## config.mk

```make
export PLATFORM = sky130hd
export DESIGN_NAME = page_addr_gen
export DESIGN_NICKNAME = d
export VERILOG_FILES = /design/src/rtl/page_addr_gen.sv
export SDC_FILE = /design/constraint.sdc
export NUM_CORES = 1
export LEC_CHECK = 0
export BUFFER_PORTS_ARGS = -buffer_cell sky130_fd_sc_hd__buf_2
export CORE_MARGIN = 2
export CORE_UTILIZATION = 40
export DETAILED_ROUTE_END_ITERATION = 10
export GPL_ROUTABILITY_DRIVEN = 0
export GPL_TIMING_DRIVEN = 0
export PLACE_DENSITY = 0.8
export SYNTH_ARGS = -nofsm -noshare
export SYNTH_HDL_FRONTEND = slang
export SYNTH_SLANG_ARGS = --single-unit
```

## constraint.sdc

```tcl
create_clock -name clk -period 1.8 [get_ports clk]
set_clock_uncertainty 0.05 [all_clocks]
set_input_delay 0.09 -clock clk [delete_from_list [all_inputs] [get_ports clk]]
set_output_delay 0.09 -clock clk [all_outputs]
set_load 0.05 [all_outputs]
```

## src/rtl/page_addr_gen.sv

```systemverilog
module page_addr_gen #(
  parameter int LAW = 16,
  parameter int PGW = 3,
  parameter int SRW = 16
) (
  input  logic                 clk,
  input  logic                 rst_n,
  input  logic                 req,
  input  logic [1:0]           kind,
  input  logic [LAW-1:0]       laddr,
  input  logic                 byte_acc,
  input  logic [2:0]           cmd,
  input  logic [PGW-1:0]       page_arg,
  input  logic [LAW-1:0]       cmd_target,
  input  logic                 status_wr,
  input  logic [SRW-1:0]       status_din,
  output logic [SRW-1:0]       status_q,
  output logic [LAW-1:0]       other_q,
  output logic [LAW+PGW-1:0]   phys_addr,
  output logic                 addr_vld,
  output logic                 byte_out,
  output logic                 align_err,
  output logic                 pc_load,
  output logic [LAW-1:0]       pc_target
);
  localparam int CODE_LSB  = SRW - PGW;
  localparam int DATA_LSB  = CODE_LSB - PGW;
  localparam int STACK_LSB = DATA_LSB - PGW;

  localparam logic [2:0] C_DPG = 3'd1;
  localparam logic [2:0] C_SPG = 3'd2;
  localparam logic [2:0] C_OPG = 3'd3;
  localparam logic [2:0] C_JMP = 3'd4;
  localparam logic [2:0] C_RET = 3'd5;

  logic [PGW-1:0] page_sel;
  logic           odd_word;
  logic           issue;
  logic           jump;
  logic [SRW-1:0] status_nx;

  always_comb begin
    case (kind)
      2'd0:    page_sel = status_q[CODE_LSB +: PGW];
      2'd1:    page_sel = status_q[DATA_LSB +: PGW];
      2'd2:    page_sel = status_q[STACK_LSB +: PGW];
      default: page_sel = other_q[PGW-1:0];
    endcase
  end

  assign odd_word = req & ~byte_acc & laddr[0];
  assign issue    = req & ~odd_word;
  assign jump     = (cmd == C_JMP) | (cmd == C_RET);

  always_comb begin
    status_nx = status_wr ? status_din : status_q;
    case (cmd)
      C_DPG:        status_nx[DATA_LSB +: PGW]  = page_arg;
      C_SPG:        status_nx[STACK_LSB +: PGW] = page_arg;
      C_JMP, C_RET: status_nx[CODE_LSB +: PGW]  = page_arg;
      default: ;
    endcase
  end

  always_ff @(posedge clk or negedge rst_n) begin
    if (!rst_n) begin
      status_q  <= '0;
      other_q   <= '0;
      phys_addr <= '0;
      addr_vld  <= 1'b0;
      byte_out  <= 1'b0;
      align_err <= 1'b0;
      pc_load   <= 1'b0;
      pc_target <= '0;
    end else begin
      status_q  <= status_nx;
      addr_vld  <= issue;
      byte_out  <= req & byte_acc;
      align_err <= odd_word;
      pc_load   <= jump;
      if (issue) phys_addr <= {page_sel, laddr};
      if (jump) pc_target <= cmd_target;
      if (cmd == C_OPG) other_q <= {{(LAW-PGW){1'b0}}, page_arg};
    end
  end

  assert_code_page_R2: assert property (@(posedge clk) disable iff (!rst_n)
    req && kind == 2'd0 && (byte_acc || !laddr[0]) |=>
      addr_vld && phys_addr[LAW +: PGW] == $past(status_q[CODE_LSB +: PGW]));

  assert_odd_word_R7: assert property (@(posedge clk) disable iff (!rst_n)
    odd_word |=> align_err && !addr_vld && $stable(phys_addr));

  assert_field_only_R8: assert property (@(posedge clk) disable iff (!rst_n)
    cmd == C_DPG && !status_wr |=>
      status_q[CODE_LSB +: PGW] == $past(status_q[CODE_LSB +: PGW]) &&
      status_q[DATA_LSB-1:0] == $past(status_q[DATA_LSB-1:0]));

  assert_jump_pulse_R10: assert property (@(posedge clk) disable iff (!rst_n)
    cmd == C_JMP |=> pc_load && pc_target == $past(cmd_target));

  assert_idle_R13: assert property (@(posedge clk) disable iff (!rst_n)
    !req |=> !addr_vld && !align_err && !byte_out);

  assert_one_err_R7: assert property (@(posedge clk) disable iff (!rst_n)
    !(addr_vld && align_err));
endmodule

```

==> impl_metrics.yaml, run 1 <==
cts:
  number_of_buffers_created_by_cts: 9
  cts_root_buffer: "sky130_fd_sc_hd__clkbuf_8"
  clk_pin_slew_worst_setup_hold_paths_ps: 60
  tritoncts: "yes"
  h_tree_lvl_count: 3
  clk_path_buf_depth: 2
  clock_sink_count: 58
  post_cts_setup_buffer_count: 0
  postCtsResizedCells: 0
  worst_skew_pair.late_latency_ps: 330
  post_cts_hold_buffer_count: 43
finish:
  mostFrequentLayoutCell: "sky130_fd_sc_hd__buf_2"
  post_layout_net_count: 407
  postLayoutCellArea_sq_um: 3729
  diodes: 0
  relative_area_change_from_synthesis_to_final_layout_pct: 55.13
  mostFrequentLayoutCells: "sky130_fd_sc_hd__buf_2 (118), sky130_fd_sc_hd__dfrtp_1 (58), sky130_fd_sc_hd__mux2_2 (44), sky130_fd_sc_hd__dlygate4sd3_1 (44), sky130_fd_sc_hd__buf_4 (17)"
  layout-drive-gt1-share_pct: 56.73
die:
  floorplan.core_area_sq_um: 5851
  dieArea_sq_um: 6645
  placementRows: 28
  floorplan.die.width_microns: 81.52
  start_util_pct: 41.08
  top_level_ports: 132
  die_h_microns: 81.52
routing:
  post_drt_wl_per_cell_microns: 13.76
  detailedRoute.firstPassIterationCount: 4
  post_drt_via_cell_ratio: 4.455
  met2_wirelength_microns: 3211
  routed.top_layer: "met4"
  final_antenna_net_count: 0
  met3WireLength_microns: 350
  detailroute.via_count: 1889
  drt_first_iter_violations: 14
  wirelength_microns: 5833
  wl_met1_microns: 2088
  detail_route.drc_violations: 0
timing:
  endpoints_failing_hold: 0
  hold-worst-slack_ps: 14.56
  setup_violation_total_in_the_final_timing_report: 0
  post-route-period-util_pct: 83.07
  fin_setup_tns_ps: 0
  timing.slew.headroom_pct: 51.63
  worst_pin_slew_ps: 725.6
  final_number_of_max_transition_violations: 0
  rsz_0062_raised_after_global_routing: "no"
  maxClockFrequency_ghz: 0.6687
  final_period_minus_worst_setup_slack_ps: 1495
grt:
  globalRouteTotalUtil_pct: 18.28
  antenna_found_initial: 0
  global_route.overflow_total: 0
  first_global_vias: 1966
  maximum_number_of_pins_on_one_net_before_global_route_repair: 59
  grt_pass1_wl_microns: 8811
power_and_ir_drop:
  vdd_ir_drop_max_uv: 548.1
  p_per_area_nw_per_um2: 1045
  p_clk_share_pct: 25.0
  seq_power_share_pct: 40.4
  combPwrFrac_pct: 34.6
  p_int_mw: 2.407
  power.switching_mw: 1.487
  swShare_pct: 38.19
  post-layout-total-power_mw: 3.895
  leakage_power_summed_over_all_cells_nw: 1.867
run:
  timing.max_cap.violations: 0
outcome:
  run_status: "complete, no violations"
critical_path:
  timing.critical_path.arrival_ps: 1650
  worstSetupStartpointType: "primary input"
  cp_cell_sequence: "dlygate4sd3_1 > buf_2 > o21ai_4 > buf_6 > mux2_2"
  worst_path_dominant_cell_family: "buffers and inverters"
  critical_path.endpoint_type: "flip-flop"
  timing.critical_path.slowest_stage_cell: "sky130_fd_sc_hd__dlygate4sd3_1"
  critical_path_buf_inv_count: 3
  worst_ep_required_time_ps: 1950
  cp_peak_stage_delay_ps: 530
  timing.critical_path.fanout_max: 10
  rrSetupSlack_ps: 480
  crit_type: "in -> reg"
min_path:
  min_delay_worst_type: "in -> reg"
yosys:
  mappedNetlistArea_sq_um: 2404
  synth.yosys.seq_area_share_pct: 60.39
  postSynthRegisterBits: 58
  synth_warnings: 0
  postSynthAreaPerCell_sq_um: 14.84
  synth.lib_cells_used.distinct: 17
  syn-instance-count: 162
placement:
  post_dp_cell_area_sq_um: 3128
  dp.final_hpwl_microns: 3922
  count_of_buffers_inserted_at_the_top_level_ports: 117
-- sequential cells by signal (all words and copies together) (netlist names) --
name and flops:
other_q 3, align_err 1, byte_out 1, phys_addr 19, pc_target 16, pc_load 1
addr_vld 1, status_q 16
-- power groups by stage --
stage | Clock (mW) | Combinational, mW | Sequential, mW
6_report | 0.975 | 1.35 | 1.57
5_1_grt | 1.08 | 1.41 | 1.60
4_1_cts | 1.01 | 1.35 | 1.57
3_5_place_dp | 0 | 1.28 | 1.59
3_3_place_gp | 0 | 1.26 | 1.58
2_1_floorplan | 0 | 0.309 | 2.22
-- cells by family (layout without fill, tap and decap cells) --
group	after synthesis	after routing	share of synthesized area [%]
AOI/OAI and AO/OA	11	11	2.915
other	1	13	0.1560
DFF	58	58	60.39
and+or+nand+nor	15	15	3.176
buffers and inverters	21	196	6.195
muxes	56	56	27.17
-- through the flow --
step | worst slack, ps | cells | utilization, %
floorplan | 309.8 | 174 | -
global placement | 495.0 | 366 | 53.46
detailed placement | 485.2 | 366 | 53.46
CTS | 300.4 | 423 | 63.52
global route | 254.0 | 424 | 63.73
finish | 304.7 | 424 | 63.73
-- worst register-to-register path, delay by kind of cell (launching register included) --
family,cells,cell delay [ps]
flip-flops,1,400
multiplexers,2,750
-- layer usage --
metal / vias up / GRT usage (%)
met1: 891 / 18.16
met5: - / 0
met4: 0 / 11.02
met2: 72 / 34.10
li1: 908 / -
met3: 18 / 4.396
-- path summary, 6_finish.rpt --
check	from	end	cells past startpoint
hold / removal	status_din[11]	status_q[11]$_DFFE_PN0P_	3
max in group asynchronous	rst_n	status_q[15]$_DFFE_PN0P_	2
setup / recovery	byte_acc	phys_addr[15]$_DFFE_PN0P_	5
hold reg to reg	pc_target[1]$_DFFE_PN0P_	pc_target[1]$_DFFE_PN0P_	1
setup reg to reg	other_q[2]$_DFFE_PN0N_	phys_addr[18]$_DFFE_PN0P_	2
min in group asynchronous	rst_n	status_q[2]$_DFFE_PN0P_	2
-- cells in the mapped netlist --
master                      instances  share of area, %
sky130_fd_sc_hd__o21ai_4            1              0.68
sky130_fd_sc_hd__buf_2              2              0.42
sky130_fd_sc_hd__nor2b_1            1              0.26
sky130_fd_sc_hd__nand3b_1           1              0.31
sky130_fd_sc_hd__inv_1              2              0.31
sky130_fd_sc_hd__conb_1             1              0.16
sky130_fd_sc_hd__buf_4             16               5.0
sky130_fd_sc_hd__nor3b_1            3              0.94
sky130_fd_sc_hd__mux2_2            44                21
sky130_fd_sc_hd__nand2_1            9               1.4
sky130_fd_sc_hd__buf_6              1              0.47
sky130_fd_sc_hd__and2_1             1              0.26
sky130_fd_sc_hd__mux4_2             3               2.8
sky130_fd_sc_hd__a2bb2oi_1          1              0.36
sky130_fd_sc_hd__o21ai_0            9               1.9
sky130_fd_sc_hd__dfrtp_1           58                60
sky130_fd_sc_hd__mux2i_1            9               3.7
-- cell type report --
cell class	count	area, sq um
Inverter	2	7.507
Buffer	19	141.4
Fill cell	481	2122
Tap cell	75	93.84
Sequential cell	58	1451
Multi-Input combinational cell	95	848.3
Clock buffer	10	137.6
Timing Repair Buffer	161	1028
Clock inverter	4	20.02
No activity file was read; power rests on OpenSTA's default activity.
==> run 2, diff against run 1 <==
--- a/config.mk
+++ b/config.mk
@@ -5,13 +5,14 @@
 export SDC_FILE = /design/constraint.sdc
 export NUM_CORES = 1
 export LEC_CHECK = 0
+export ABC_AREA = 1
 export BUFFER_PORTS_ARGS = -buffer_cell sky130_fd_sc_hd__buf_2
 export CORE_MARGIN = 2
 export CORE_UTILIZATION = 40
 export DETAILED_ROUTE_END_ITERATION = 10
 export GPL_ROUTABILITY_DRIVEN = 0
 export GPL_TIMING_DRIVEN = 0
-export PLACE_DENSITY = 0.8
+export PLACE_DENSITY = 0.82
 export SYNTH_ARGS = -nofsm -noshare
 export SYNTH_HDL_FRONTEND = slang
 export SYNTH_SLANG_ARGS = --single-unit
==> constraint.sdc (replaced) <==
create_clock -name clk -period 1.3 [get_ports clk]
set_clock_uncertainty 0.05 [all_clocks]
set_input_delay 0.065 -clock clk [delete_from_list [all_inputs] [get_ports clk]]
set_output_delay 0.065 -clock clk [all_outputs]
set_load 0.05 [all_outputs]
==> run 2 against run 1 <==
  * Largest power group unchanged
  * Setup slack lost 210 ps
  * Critical endpoint is now align_err$_DFF_PN0_
  * Cell count grew 34%
  * Die area grew 4.1%
  * First-iteration DRC count grew to 9.2 times the previous value
  * Routed wire length grew 21%
  * Largest cell class unchanged
  * Power grew 50%
  * The flow now finishes with violations (negative hold slack)
  * Cell area grew 7.3%
  * Sequential share of layout area shrank 2.7 points
  * Clock power grew 100%
  * Worst hold slack lost 62 ps
  * Non-clock buffer count grew 14
  * Global-route usage grew 3.3 points
==> impl_metrics.yaml, run 2 <==
die:
  placementRows: 28
  dieArea_sq_um: 6918
  floorplan.die.width_microns: 83.18
  die_h_microns: 83.18
  floorplan.core_area_sq_um: 5991
  start_util_pct: 41.85
  top_level_ports: 132
critical_path:
  ff2ff_path_depth: 5
  timing.critical_path.arrival_ps: 1370
  worstSetupStartpointType: "primary input"
  worst_ep_required_time_ps: 1460
  timing.critical_path.fanout_max: 3
  cp_peak_stage_delay_ps: 550
  critical_path.endpoint_type: "flip-flop"
  rrSetupSlack_ps: 290
  timing.critical_path.mode_cell: "sky130_fd_sc_hd__dlygate4sd3_1"
  timing.critical_path.slowest_stage_cell: "sky130_fd_sc_hd__dlygate4sd3_1"
  crit_type: "in -> reg"
  critical_path.reg2reg.endpoint: "phys_addr[17]$_DFFE_PN0P_"
  cp_cell_sequence: "dlygate4sd3_1 > buf_2 > nand2_1 > nor2_1 > dlygate4sd3_1"
  worst_reg2reg_path_startpoint: "status_q[8]$_DFFE_PN0P_"
finish:
  largestRegisters: "phys_addr (19), pc_target (16), status_q (16)"
  layout-drive-gt1-share_pct: 32.86
  relative_area_change_from_synthesis_to_final_layout_pct: 59.63
  number_of_flip_flops_in_the_largest_register: 19
  mostFrequentLayoutCells: "sky130_fd_sc_hd__nand2_1 (141), sky130_fd_sc_hd__buf_2 (119), sky130_fd_sc_hd__dfrtp_1 (58)"
  postLayoutCellArea_sq_um: 4003
  diodes: 0
  mostFrequentLayoutCell: "sky130_fd_sc_hd__nand2_1"
  layout.filler_cells: 488
  multi_input_area_sq_um: 843.3
  max_flop_register: "phys_addr"
  regArea_sq_um: 1451
  post_layout_net_count: 549
  layout.cells.non_filler: 568
yosys:
  synth-edff-count: 0
  yosysTopAreaCellShare_pct: 57.88
  synth.top_cells.by_area: "sky130_fd_sc_hd__dfrtp_1 (58%), sky130_fd_sc_hd__nand2_1 (21%), sky130_fd_sc_hd__nand3_1 (7.0%)"
  synth.top_cells.by_count: "sky130_fd_sc_hd__nand2_1 (141), sky130_fd_sc_hd__dfrtp_1 (58), sky130_fd_sc_hd__nand3_1 (35), sky130_fd_sc_hd__inv_1 (17), sky130_fd_sc_hd__buf_4 (16)"
  synth_top_flop_cell: "sky130_fd_sc_hd__dfrtp_1"
  synth_most_common_cell: "sky130_fd_sc_hd__nand2_1"
  postSynthRegisterBits: 58
  synth.lib_cells_used.distinct: 15
  synth_warnings: 0
  postSynthAreaPerCell_sq_um: 8.500
  async_reset_ff_share_pct: 100.0
  synth_largest_area_cell: "sky130_fd_sc_hd__dfrtp_1"
  syn-instance-count: 295
  synth.yosys.seq_area_share_pct: 57.88
  mappedNetlistArea_sq_um: 2507
routing:
  final_antenna_net_count: 0
  detail_route.drc_violations: 0
  detailroute.via_count: 2570
  drt_first_iter_violations: 129
  post_drt_via_cell_ratio: 4.525
  wirelength_microns: 7041
  post_drt_wl_per_cell_microns: 12.40
  detailedRoute.firstPassIterationCount: 4
timing:
  worst_pin_slew_ps: 717.1
  final_number_of_max_transition_violations: 0
  fin_setup_tns_ps: 0
  rsz_0062_raised_after_global_routing: "no"
  setup_violation_total_in_the_final_timing_report: 0
  maxClockFrequency_ghz: 0.8308
  timing.slew.headroom_pct: 52.20
  hold-worst-slack_ps: -47.33
  final_period_minus_worst_setup_slack_ps: 1204
  endpoints_failing_hold: 1
  post-route-period-util_pct: 92.59
cts:
  tritoncts: "yes"
  h_tree_lvl_count: 3
  clock_sink_count: 58
  cts_root_buffer: "sky130_fd_sc_hd__clkbuf_8"
  postCtsResizedCells: 0
  clk_path_buf_depth: 2
  number_of_buffers_created_by_cts: 9
  worst_skew_pair.late_latency_ps: 320
  clk_pin_slew_worst_setup_hold_paths_ps: 70
placement:
  post_dp_cell_area_sq_um: 3222
  dp.final_hpwl_microns: 4373
  dp.cells: 497
  count_of_buffers_inserted_at_the_top_level_ports: 115
grt:
  global_route.overflow_total: 0
  first_global_vias: 2604
  grt_pass1_wl_microns: 11960
  antenna_found_initial: 0
  maximum_number_of_pins_on_one_net_before_global_route_repair: 59
  globalRouteTotalUtil_pct: 21.63
run:
  timing.max_cap.violations: 0
min_path:
  worstHoldEndpoint: "status_q[10]$_DFFE_PN0P_"
  count_of_cells_along_the_worst_hold_path: 3
  min_delay_worst_type: "in -> reg"
  critical_hold_path_startpoint: "status_din[10]"
outcome:
  failing_checks: "negative hold slack"
  run_status: "finished with violations"
power_and_ir_drop:
  vdd_ir_drop_max_uv: 783.9
  p_per_area_nw_per_um2: 1459
  leakage_power_summed_over_all_cells_nw: 2.319
==> run 2: cell count changes after synthesis, sizes merged, moves of 2 or more <==
| cell | before | now |
|---|---|---|
| mux2 | 44 | 0 |
| o211ai | 0 | 3 |
| nand2 | 9 | 143 |
| mux2i | 9 | 0 |
| mux4 | 3 | 0 |
| buf | 19 | 24 |
| nand3 | 0 | 35 |
| inv | 2 | 21 |
| nor2 | 0 | 2 |
| nor3b | 3 | 0 |
| o21ai | 10 | 7 |
==> run 2: logic make-up after synthesis <==
family	count (synthesis)	share of synthesized area [%]
AO/OA/AOI/OAI	10	2.295
buffers and inverters	45	10.28
flip-flops	58	57.88
other	1	0.1496
AND/OR/NAND/NOR	181	29.39
==> run 2: timing repair <==
item | in CTS | in global routing
hold endpoints to repair | 51 | 58
setup buffers | 0 | 2
hold buffers | 56 | 1
setup endpoints to repair | 0 | 4
==> run 2: layout make-up <==
cell class | instances | share of cell area [%]
flip-flops and latches | 58 | 36.26
repair buffers | 170 | 28.07
multi-input cells | 204 | 21.07
plain buffers | 24 | 4.470
clock buffers | 10 | 3.188
clock inverters | 6 | 2.626
well taps | 75 | 2.344
inverters | 21 | 1.969
==> run 2: how the worst max path moves through the flow <==
stage / cells past startpoint / start / slack [ps] / end
finish: 5 / req / 100 / align_err$_DFF_PN0_
floorplan: 4 / status_q[10]$_DFFE_PN0P_ / 200 / phys_addr[16]$_DFFE_PN0P_
CTS: 3 / status_q[8]$_DFFE_PN0P_ / 30 / status_q[8]$_DFFE_PN0P_
global placement: 1 / rst_n / 70 / pc_target[0]$_DFFE_PN0P_
detailed placement: 1 / rst_n / 10 / pc_target[4]$_DFFE_PN0P_
global route: 2 / status_q[8]$_DFFE_PN0P_ / 80 / status_q[8]
==> run 2: worst max-delay path, delay by kind of cell <==
family        cells  cell delay, ps
buf+inv           3            1230
simple gates      2              80
==> run 2: metal layers <==
metal	track usage [%]	vias up	wire, microns	part of all wire (%)
li1	-	1274	-	-
met1	25.71	1178	2813	40
met2	37.54	104	3628	52
met3	5.169	14	441	6.3
met4	8.793	0	157	2.2
met5	0	-	0	0
==> run 2: power by group <==
group | internal [mW] | total (mW) | switching (mW)
clock | 1.26 | 1.95 | 0.687
sequential | 2.02 | 2.14 | 0.121
combinational | 0.489 | 1.75 | 1.26
total | 3.77 | 5.84 | 2.07
==> run 2: per-stage QoR <==
stage	setup slack [ps]	total power [mW]	util [%]
after global placement	70.70	3.753	53.78
after global routing	82.42	6.149	66.81
after detailed placement	12.30	3.781	53.78
final	96.28	5.842	66.81
after floorplan	200.6	3.333	-
after CTS	33.42	5.890	67.02
==> run 3, diff against run 2 <==
--- a/config.mk
+++ b/config.mk
@@ -13,6 +13,7 @@
 export GPL_ROUTABILITY_DRIVEN = 0
 export GPL_TIMING_DRIVEN = 0
 export PLACE_DENSITY = 0.82
+export RECOVER_POWER = 100
 export SYNTH_ARGS = -nofsm -noshare
 export SYNTH_HDL_FRONTEND = slang
 export SYNTH_SLANG_ARGS = --single-unit
==> run 3 against run 2 <==
  * Power about the same
  * Non-clock buffer count unchanged
  * First-iteration DRC count up 1.6%
  * Critical path depth down 3
  * Cell count unchanged
  * Highest routed layer unchanged
  * Critical endpoint is now status_q[8]
  * Sequential share of layout area up 0.17 points
  * Sequential cell count unchanged
  * The run still ends with negative hold slack left
  * Cell area down 0.47%
  * Core utilization down 0.31 points
  * Worst hold slack worse by 0.59 ps
==> impl_metrics.yaml, run 3 (synthesis results as in run 2) <==
critical_path:
  critical_path.endpoint_type: "output pin"
  worstSetupStartpointType: "flip-flop"
  cp_cell_sequence: "buf_4 > clkbuf_2"
  critical_path.reg2reg.endpoint: "phys_addr[17]$_DFFE_PN0P_"
  timing.critical_path.slowest_stage_cell: "sky130_fd_sc_hd__dfrtp_1"
  rrSetupSlack_ps: 290
  timing.critical_path.fanout_max: 2
  worst_ep_required_time_ps: 1190
  crit_type: "reg -> out"
  worst_reg2reg_path_startpoint: "status_q[8]$_DFFE_PN0P_"
  cp_peak_stage_delay_ps: 390
  ff2ff_path_depth: 5
  timing.critical_path.arrival_ps: 1090
outcome:
  failing_checks: "negative hold slack"
  run_status: "finished with violations"
grt:
  global_route.overflow_total: 0
  globalRouteTotalUtil_pct: 21.63
  antenna_found_initial: 0
  grt_pass1_wl_microns: 11960
  first_global_vias: 2604
  maximum_number_of_pins_on_one_net_before_global_route_repair: 59
timing:
  post-route-period-util_pct: 93.04
  rsz_0062_raised_after_global_routing: "no"
  endpoints_failing_hold: 1
  timing.slew.headroom_pct: 48.20
  maxClockFrequency_ghz: 0.8267
  setup_violation_total_in_the_final_timing_report: 0
  fin_setup_tns_ps: 0
  hold-worst-slack_ps: -47.93
  final_period_minus_worst_setup_slack_ps: 1210
  final_number_of_max_transition_violations: 0
  worst_pin_slew_ps: 777.1
die:
  floorplan.die.width_microns: 83.18
  die_h_microns: 83.18
  placementRows: 28
  floorplan.core_area_sq_um: 5991
  start_util_pct: 41.85
  dieArea_sq_um: 6918
  top_level_ports: 132
finish:
  number_of_flip_flops_in_the_largest_register: 19
  diodes: 0
  mostFrequentLayoutCell: "sky130_fd_sc_hd__nand2_1"
  mostFrequentLayoutCells: "sky130_fd_sc_hd__nand2_1 (143), sky130_fd_sc_hd__dfrtp_1 (58), sky130_fd_sc_hd__clkbuf_2 (58)"
  layout-drive-gt1-share_pct: 31.03
  postLayoutCellArea_sq_um: 3984
  max_flop_register: "phys_addr"
  post_layout_net_count: 549
  largestRegisters: "phys_addr (19), pc_target (16), status_q (16)"
  postLayoutCoreUtil_pct: 66.50
  relative_area_change_from_synthesis_to_final_layout_pct: 58.88
  layout.cells.non_filler: 568
cts:
  clk_pin_slew_worst_setup_hold_paths_ps: 70
  worst_skew_pair.late_latency_ps: 330
  clock_sink_count: 58
  tritoncts: "yes"
  postCtsResizedCells: 0
  h_tree_lvl_count: 3
  cts_root_buffer: "sky130_fd_sc_hd__clkbuf_8"
  number_of_buffers_created_by_cts: 9
  clk_path_buf_depth: 2
power_and_ir_drop:
  p_per_area_nw_per_um2: 1465
  vdd_ir_drop_max_uv: 783.7
  leakage_power_summed_over_all_cells_nw: 2.297
min_path:
  worstHoldEndpoint: "status_q[10]$_DFFE_PN0P_"
  min_delay_worst_type: "in -> reg"
  count_of_cells_along_the_worst_hold_path: 3
  critical_hold_path_startpoint: "status_din[10]"
routing:
  drt_first_iter_violations: 131
  detail_route.drc_violations: 0
  detailroute.via_count: 2567
  final_antenna_net_count: 0
  post_drt_wl_per_cell_microns: 12.40
  detailedRoute.firstPassIterationCount: 4
  wirelength_microns: 7041
  post_drt_via_cell_ratio: 4.519
placement:
  count_of_buffers_inserted_at_the_top_level_ports: 115
  dp.cells: 497
  dp.final_hpwl_microns: 4373
  post_dp_cell_area_sq_um: 3222
run:
  timing.max_cap.violations: 0
run 3: changes by cell type in the layout (fill, tap and decap cells not counted), sizes merged:
| cell | previous run | this run |
|---|---|---|
| clkbuf | 10 | 74 |
| buf | 141 | 77 |
run 3: through the flow:
| step | power (mW) | setup slack (ps) |
|---|---|---|
| detailed placement | 3.781 | 12.30 |
| finish | 5.838 | 90.44 |
| global route | 6.141 | 56.34 |
| floorplan | 3.333 | 200.6 |
| global placement | 3.753 | 70.70 |
| CTS | 5.890 | 33.42 |
run 3: layout make-up:
| class | instances | area [sq um] |
|---|---|---|
| Sequential cell | 58 | 1451 |
| Inverter | 21 | 78.83 |
| Multi-Input combinational cell | 204 | 833.3 |
| Buffer | 24 | 173.9 |
| Tap cell | 75 | 93.84 |
| Clock buffer | 10 | 127.6 |
| Clock inverter | 6 | 105.1 |
| Timing Repair Buffer | 170 | 1120 |
| Fill cell | 494 | 2007 |
run 3: metal layers:
layer	GRT usage [%]	wire length [microns]	vias to the layer above
met5	0	0	-
met4	8.793	159	0
met3	5.169	452	14
met2	37.54	3613	110
met1	25.71	2815	1172
li1	-	-	1271
run 3: worst max-delay path: cells and delay by family (launching register included):
family                 cells  cell delay, ps
buffers and inverters      2             370
DFF                        1             390
run 3: repair_timing:
| action | 4_1_cts | 5_1_grt |
|---|---|---|
| buffers inserted | 0 | 2 |
| hold buffers | 56 | 1 |
| endpoints found under the hold margin | 51 | 58 |
| setup endpoints to repair | 0 | 4 |
run 3: how the worst max path moves through the flow:
stage                              from                        end  depth (start not counted)
6_report        status_q[8]$_DFFE_PN0P_                status_q[8]                          2
3_5_place_dp                      rst_n   pc_target[4]$_DFFE_PN0P_                          1
3_3_place_gp                      rst_n   pc_target[0]$_DFFE_PN0P_                          1
4_1_cts         status_q[8]$_DFFE_PN0P_    status_q[8]$_DFFE_PN0P_                          3
2_1_floorplan  status_q[10]$_DFFE_PN0P_  phys_addr[16]$_DFFE_PN0P_                          4
5_1_grt         status_q[8]$_DFFE_PN0P_                status_q[8]                          2
run 3: where the power goes:
part	internal (mW)	switching, mW
logic	0.476	1.26
registers	2.02	0.129
clock network	1.26	0.691
total	3.76	2.08
